<file path="config.mk">
export PLATFORM = sky130hd
export DESIGN_NAME = cds_frame_proc
export DESIGN_NICKNAME = d
export VERILOG_FILES = /design/src/rtl/cds_pkg.sv /design/src/rtl/cds_ref_ram.sv /design/src/rtl/cds_frame_ctrl.sv /design/src/rtl/cds_diff_stage.sv /design/src/rtl/cds_frame_proc.sv
export SDC_FILE = /design/constraint.sdc
export NUM_CORES = 2
export LEC_CHECK = 0
export CORE_ASPECT_RATIO = 0.75
export CORE_MARGIN = 5
export CORE_UTILIZATION = 60
export DETAILED_ROUTE_END_ITERATION = 7
export GPL_TIMING_DRIVEN = 0
export PLACE_DENSITY = 0.78
export SYNTH_ARGS = -nofsm -noshare
export SYNTH_HDL_FRONTEND = slang
export SYNTH_HIERARCHICAL = 1
export SYNTH_SLANG_ARGS = --single-unit
export TNS_END_PERCENT = 1
</file>
<file path="constraint.sdc">
create_clock -name clk -period 9.7 [get_ports clk]
set_input_delay 2.425 -clock clk [delete_from_list [all_inputs] [get_ports clk]]
set_output_delay 2.425 -clock clk [all_outputs]
set_load 0.01 [all_outputs]
</file>
<file path="src/rtl/cds_pkg.sv">
package cds_pkg;
  localparam int CDS_PIXELS = 144;
  localparam int CDS_IN_W   = 16;
  localparam int CDS_OUT_W  = 14;

  typedef enum logic {PH_REFERENCE = 1'b0, PH_SIGNAL = 1'b1} cds_phase_e;
endpackage

</file>
<file path="src/rtl/cds_ref_ram.sv">
module cds_ref_ram #(
  parameter int DEPTH = 144,
  parameter int W     = 16,
  localparam int AW   = (DEPTH > 1) ? $clog2(DEPTH) : 1
) (
  input  logic          clk,
  input  logic          we,
  input  logic [AW-1:0] waddr,
  input  logic [W-1:0]  wdata,
  input  logic [AW-1:0] raddr,
  output logic [W-1:0]  rdata
);
  logic [W-1:0] mem [DEPTH];

  always_ff @(posedge clk) begin
    if (we) mem[waddr] <= wdata;
    rdata <= mem[raddr];
  end
endmodule

</file>
<file path="src/rtl/cds_frame_ctrl.sv">
module cds_frame_ctrl
  import cds_pkg::*;
#(
  parameter int PIXELS = 144,
  localparam int AW    = (PIXELS > 1) ? $clog2(PIXELS) : 1
) (
  input  logic          clk,
  input  logic          rst,
  input  logic          pix_valid,
  input  logic          pix_sof,
  input  logic          pix_phase,
  output logic [AW-1:0] pix_idx,
  output logic          ref_we,
  output logic          sig_fire,
  output logic          trunc_pulse,
  output logic          noref_err
);
  localparam logic [AW-1:0] LAST_IDX = AW'(PIXELS - 1);

  logic [AW-1:0] idx_q;
  logic          in_frame_q;
  cds_phase_e    phase_q;
  logic          frame_ok_q;
  logic          ref_ok_q;

  cds_phase_e cur_phase;
  logic       cur_ok;
  logic       accept;
  logic       is_last;
  logic       framing_err;

  always_comb begin
    pix_idx     = pix_sof ? '0 : idx_q;
    cur_phase   = pix_sof ? cds_phase_e'(pix_phase) : phase_q;
    cur_ok      = pix_sof ? ref_ok_q : frame_ok_q;
    accept      = pix_valid && (pix_sof || in_frame_q);
    is_last     = accept && (pix_idx == LAST_IDX);
    framing_err = pix_valid && (pix_sof == in_frame_q);
    ref_we      = accept && (cur_phase == PH_REFERENCE);
    sig_fire    = accept && (cur_phase == PH_SIGNAL) && cur_ok;
  end

  always_ff @(posedge clk) begin
    if (rst) begin
      idx_q       <= '0;
      in_frame_q  <= 1'b0;
      phase_q     <= PH_REFERENCE;
      frame_ok_q  <= 1'b0;
      ref_ok_q    <= 1'b0;
      trunc_pulse <= 1'b0;
      noref_err   <= 1'b0;
    end else begin
      trunc_pulse <= framing_err;
      if (accept) begin
        phase_q    <= cur_phase;
        frame_ok_q <= cur_ok;
        if (is_last) begin
          idx_q      <= '0;
          in_frame_q <= 1'b0;
        end else begin
          idx_q      <= pix_idx + 1'b1;
          in_frame_q <= 1'b1;
        end
      end
      if (ref_we) begin
        if (is_last)      ref_ok_q <= 1'b1;
        else if (pix_sof) ref_ok_q <= 1'b0;
      end
      if (accept && pix_sof && cur_phase == PH_SIGNAL && !ref_ok_q)
        noref_err <= 1'b1;
    end
  end
endmodule

</file>
<file path="src/rtl/cds_diff_stage.sv">
module cds_diff_stage #(
  parameter int IN_W  = 16,
  parameter int OUT_W = 14
) (
  input  logic             clk,
  input  logic             rst,
  input  logic             s_valid,
  input  logic             s_sof,
  input  logic [IN_W-1:0]  s_sig,
  input  logic [IN_W-1:0]  s_ref,
  output logic             o_valid,
  output logic             o_sof,
  output logic [OUT_W-1:0] o_data
);
  logic [IN_W:0]      diff;
  logic [OUT_W-1:0]   clamped;

  always_comb begin
    diff    = {1'b0, s_sig} - {1'b0, s_ref};
    clamped = diff[IN_W] ? '0 : diff[IN_W-1 -: OUT_W];
  end

  always_ff @(posedge clk) begin
    if (rst) begin
      o_valid <= 1'b0;
      o_sof   <= 1'b0;
      o_data  <= '0;
    end else begin
      o_valid <= s_valid;
      o_sof   <= s_valid && s_sof;
      if (s_valid) o_data <= clamped;
    end
  end
endmodule

</file>
<file path="src/rtl/cds_frame_proc.sv">
module cds_frame_proc
  import cds_pkg::*;
#(
  parameter int PIXELS = CDS_PIXELS,
  parameter int IN_W   = CDS_IN_W,
  parameter int OUT_W  = CDS_OUT_W
) (
  input  logic             clk,
  input  logic             rst,
  input  logic             pix_valid,
  input  logic             pix_sof,
  input  logic             pix_phase,
  input  logic [IN_W-1:0]  pix_data,
  output logic             cds_valid,
  output logic             cds_sof,
  output logic [OUT_W-1:0] cds_data,
  output logic             trunc_pulse,
  output logic             noref_err
);
  localparam int AW = (PIXELS > 1) ? $clog2(PIXELS) : 1;

  logic [AW-1:0]   pix_idx;
  logic            ref_we;
  logic            sig_fire;
  logic [IN_W-1:0] ref_rd;
  logic            s1_valid;
  logic            s1_sof;
  logic [IN_W-1:0] s1_sig;

  cds_frame_ctrl #(.PIXELS(PIXELS)) u_ctrl (
    .clk(clk), .rst(rst),
    .pix_valid(pix_valid), .pix_sof(pix_sof), .pix_phase(pix_phase),
    .pix_idx(pix_idx), .ref_we(ref_we), .sig_fire(sig_fire),
    .trunc_pulse(trunc_pulse), .noref_err(noref_err)
  );

  cds_ref_ram #(.DEPTH(PIXELS), .W(IN_W)) u_ram (
    .clk(clk), .we(ref_we), .waddr(pix_idx), .wdata(pix_data),
    .raddr(pix_idx), .rdata(ref_rd)
  );

  always_ff @(posedge clk) begin
    if (rst) begin
      s1_valid <= 1'b0;
      s1_sof   <= 1'b0;
      s1_sig   <= '0;
    end else begin
      s1_valid <= sig_fire;
      s1_sof   <= sig_fire && pix_sof;
      if (sig_fire) s1_sig <= pix_data;
    end
  end

  cds_diff_stage #(.IN_W(IN_W), .OUT_W(OUT_W)) u_diff (
    .clk(clk), .rst(rst),
    .s_valid(s1_valid), .s_sof(s1_sof), .s_sig(s1_sig), .s_ref(ref_rd),
    .o_valid(cds_valid), .o_sof(cds_sof), .o_data(cds_data)
  );
endmodule

</file>
==> impl_metrics.toml <==
[status]
status = "complete, but fails checks"
violations = "capacitance limit, slew limit"

[cells_and_area]
finalNonFillerCells = 7038
fin_util_pct = 69.0
final_nets = 4855
layout-drive-gt1-share_pct = 26.7
n_fill_cell = 9046
syn2layout_area_growth_pct = 14.1

[yosys]
ys_seq_area_share_pct = 76.5
synthCells = 4411
syn-num-nets = 4449
synth-async-reset-ratio_pct = 0
synth_area_per_cell_um2 = 20.9
yosysUniqueCellTypes = 77
synth_edf_count = 2304
ys_ff_latch = 2368
synth_flop_cell = "edfxtp_1"
synth_area_um2 = 92200
synth_largest_area_cell = "edfxtp_1"
yosysWarnings = 6
synthTopCellsByArea = "edfxtp_1 75%, mux4_2 13%, mux2i_1 2.4%"
synth_top_area_share_pct = 75.1

[timing]
tns_ns = 0
period_needed_ns = 9.44
setup_ws_ns = 0.262
hold_ws_ns = 0.427
drv_slew = 102
maxSlewHeadroom_pct = -16.3
fin_crit_sh_pct = 97.3
fin_skew_ns = 0.0471
hold_viol_final = 0
rsz0062_at_grt = "false"
worst_pin_slew_ns = 1.75
fmax_mhz = 106
finalSetupViolations = 0

[floorplanning]
rows = 124
core_area_um2 = 153000
die_y_um = 349
die_x_um = 463
io_pins = 39
start_util_pct = 60.4
die-area_um2 = 162000

[cts]
h-tree-depth = 4
post_cts_buffers = 0
cts_buffers = 212
clk_pin_slew_ns = 0.06
cts-root-buf = "clkbuf_16"
cts_hold_buf = 0
cts_sinks = 2368
cts_tree = "built"
clockBufferDepth = 3
clk_latency_ns = 0.88
cts.repair.resized = 0

[critical_path]
cp.required_ns = 10.35
crit_path_end_kind = "register"
critical_path_class = "primary input to register"
cp-startpoint = "pix_sof"
arrival_ns = 10.09
rr_startpoint = "u_ctrl/idx_q[3]"
worstPathMaxFanout = 10
cp-start-kind = "primary input"

[place]
numPortBuffers = 38
dp.final_hpwl_mm = 216
dp_slack_ns = 0.388
placed_cells = 6618
place_congestion = 1.09

[route]
vias = 53100
drt_iter0_markers = 10400
drc_errors = 0
ant_nets = 0
wirelength_mm = 322
vias_per_cell = 7.54
firstDrtPassIters = 7
route.detailed.wl_per_inst_um = 45.7

[flow_run]
maxCapViolCount = 11

[power_and_ir_drop]
cellPowerDensity_nw_per_um2 = 193
max-vdd-ir-drop_mv = 0.179
leakage_uw = 0.0324

[global_route]
first_global_vias = 49400
grt_pass1_wl_mm = 428
grt_max_degree = 120
antenna_found_initial = 37
grt-ovfl-total = 0
grt_usage_pct = 39.8

[hold_path]
hp-class = "register to register"
hold_start = "s1_sof"
critical path: stages:
cell and delay [ns]:
clkdlybuf4s50_1 0.48, clkbuf_1 0.26, clkbuf_1 0.30, nor2b_1 1.06, buf_2 0.63, buf_1 1.09, clkbuf_1 1.17, o221ai_1 0.75
a21oi_1 0.29, o21ai_0 0.45, a22oi_1 0.73, o31ai_1 0.38
cell usage after synthesis (27+ instances only):
cell type and count:
clkbuf_1 81, o22ai_1 58, buf_6 29, nor2_1 225, dfxtp_1 64, mux2i_1 220
nand3_1 50, a31oi_1 28, nor2b_1 40, buf_4 36, a211oi_1 32, a21oi_1 69
o21ai_0 41, a22oi_1 54, buf_2 60, nand2_1 170, edfxtp_1 2304, mux4_2 524
inv_1 27
per-layer routing:
metal  wire length, um  track usage, %
met1            108000            52.9
met3             62600            22.3
met2            130000            52.6
met4             21500            21.2
met5               208           0.515
path summary, 6_finish.rpt:
path | to | slack, ns | cells past startpoint
max | u_ram/rdata[9] | 0.26 | 12
min | u_diff/o_sof | 0.43 | 1
max reg2reg | u_ram/rdata[9] | 2.44 | 9
min reg2reg | u_diff/o_sof | 0.43 | 1
cell usage in the layout (no fill, tap or decap), types with 41 or more instances in the layout:
| master | Yosys | final |
|---|---|---|
| a21oi_1 | 69 | 69 |
| a22oi_1 | 54 | 54 |
| buf_2 | 60 | 64 |
| buf_6 | 29 | 45 |
| buf_8 | 15 | 127 |
| clkbuf_1 | 81 | 125 |
| clkbuf_16 | 0 | 213 |
| clkinv_1 | 0 | 41 |
| dfxtp_1 | 64 | 64 |
| edfxtp_1 | 2304 | 2304 |
| mux2i_1 | 220 | 220 |
| mux4_2 | 524 | 524 |
| nand2_1 | 170 | 170 |
| nand3_1 | 50 | 50 |
| nor2_1 | 225 | 81 |
| nor2_2 | 0 | 139 |
| o21ai_0 | 41 | 41 |
| o22ai_1 | 58 | 58 |
power breakdown:
group	internal (uW)	switching, uW	leakage [uW]
combinational	231	534	0.00784
clock	4470	3840	0.00329
sequential	11200	6.98	0.0212
kinds of logic (layout without fill, tap and decap cells):
group	Yosys count	after routing	share of synthesized area, %
AOI/OAI and AO/OA	411	411	3.11
xor gates and xnor gates	10	10	0.0950
adders and majority gates	17	17	0.231
buffers and inverters	270	857	1.84
DFF	2368	2368	76.5
muxes	770	770	15.5
other	0	24	0
and+or+nand+nor	565	565	2.74
registers in the layout, summed over array words and instances, names as in the netlist:
signal,cells
u_ctrl/in_frame_q,1
s1_sof,1
s1_sig,16
u_ram/mem,2304
u_diff/o_data,14
u_diff/o_valid,1
u_ctrl/ref_ok_q,1
u_ctrl/phase_q,1
s1_valid,1
u_ctrl/noref_err,1
u_ctrl/idx_q,8
u_diff/o_sof,1
u_ctrl/frame_ok_q,1
u_ram/rdata,16
u_ctrl/trunc_pulse,1
per-stage QoR:
step                      total power [uW]  area [um^2]
after floorplan                      11800        92200
after global placement               12200        95100
after detailed placement             12200        98300
after CTS                            20300       105000
after global routing                 20800       105000
final                                20300       105000
final cells by class:
cell class / instances / area, um^2 / share of cell area (%)
Sequential cell: 2368 / 70500 / 67.0
Multi-Input combinational cell: 1773 / 20400 / 19.4
Clock buffer: 265 / 5550 / 5.27
Timing Repair Buffer: 192 / 3200 / 3.04
Tap cell: 2016 / 2520 / 2.40
Buffer: 242 / 1600 / 1.52
Clock inverter: 130 / 1280 / 1.22
Inverter: 28 / 105 / 0.0999
Antenna cell: 24 / 60.1 / 0.0571
Power figures use the tool's default switching activity.
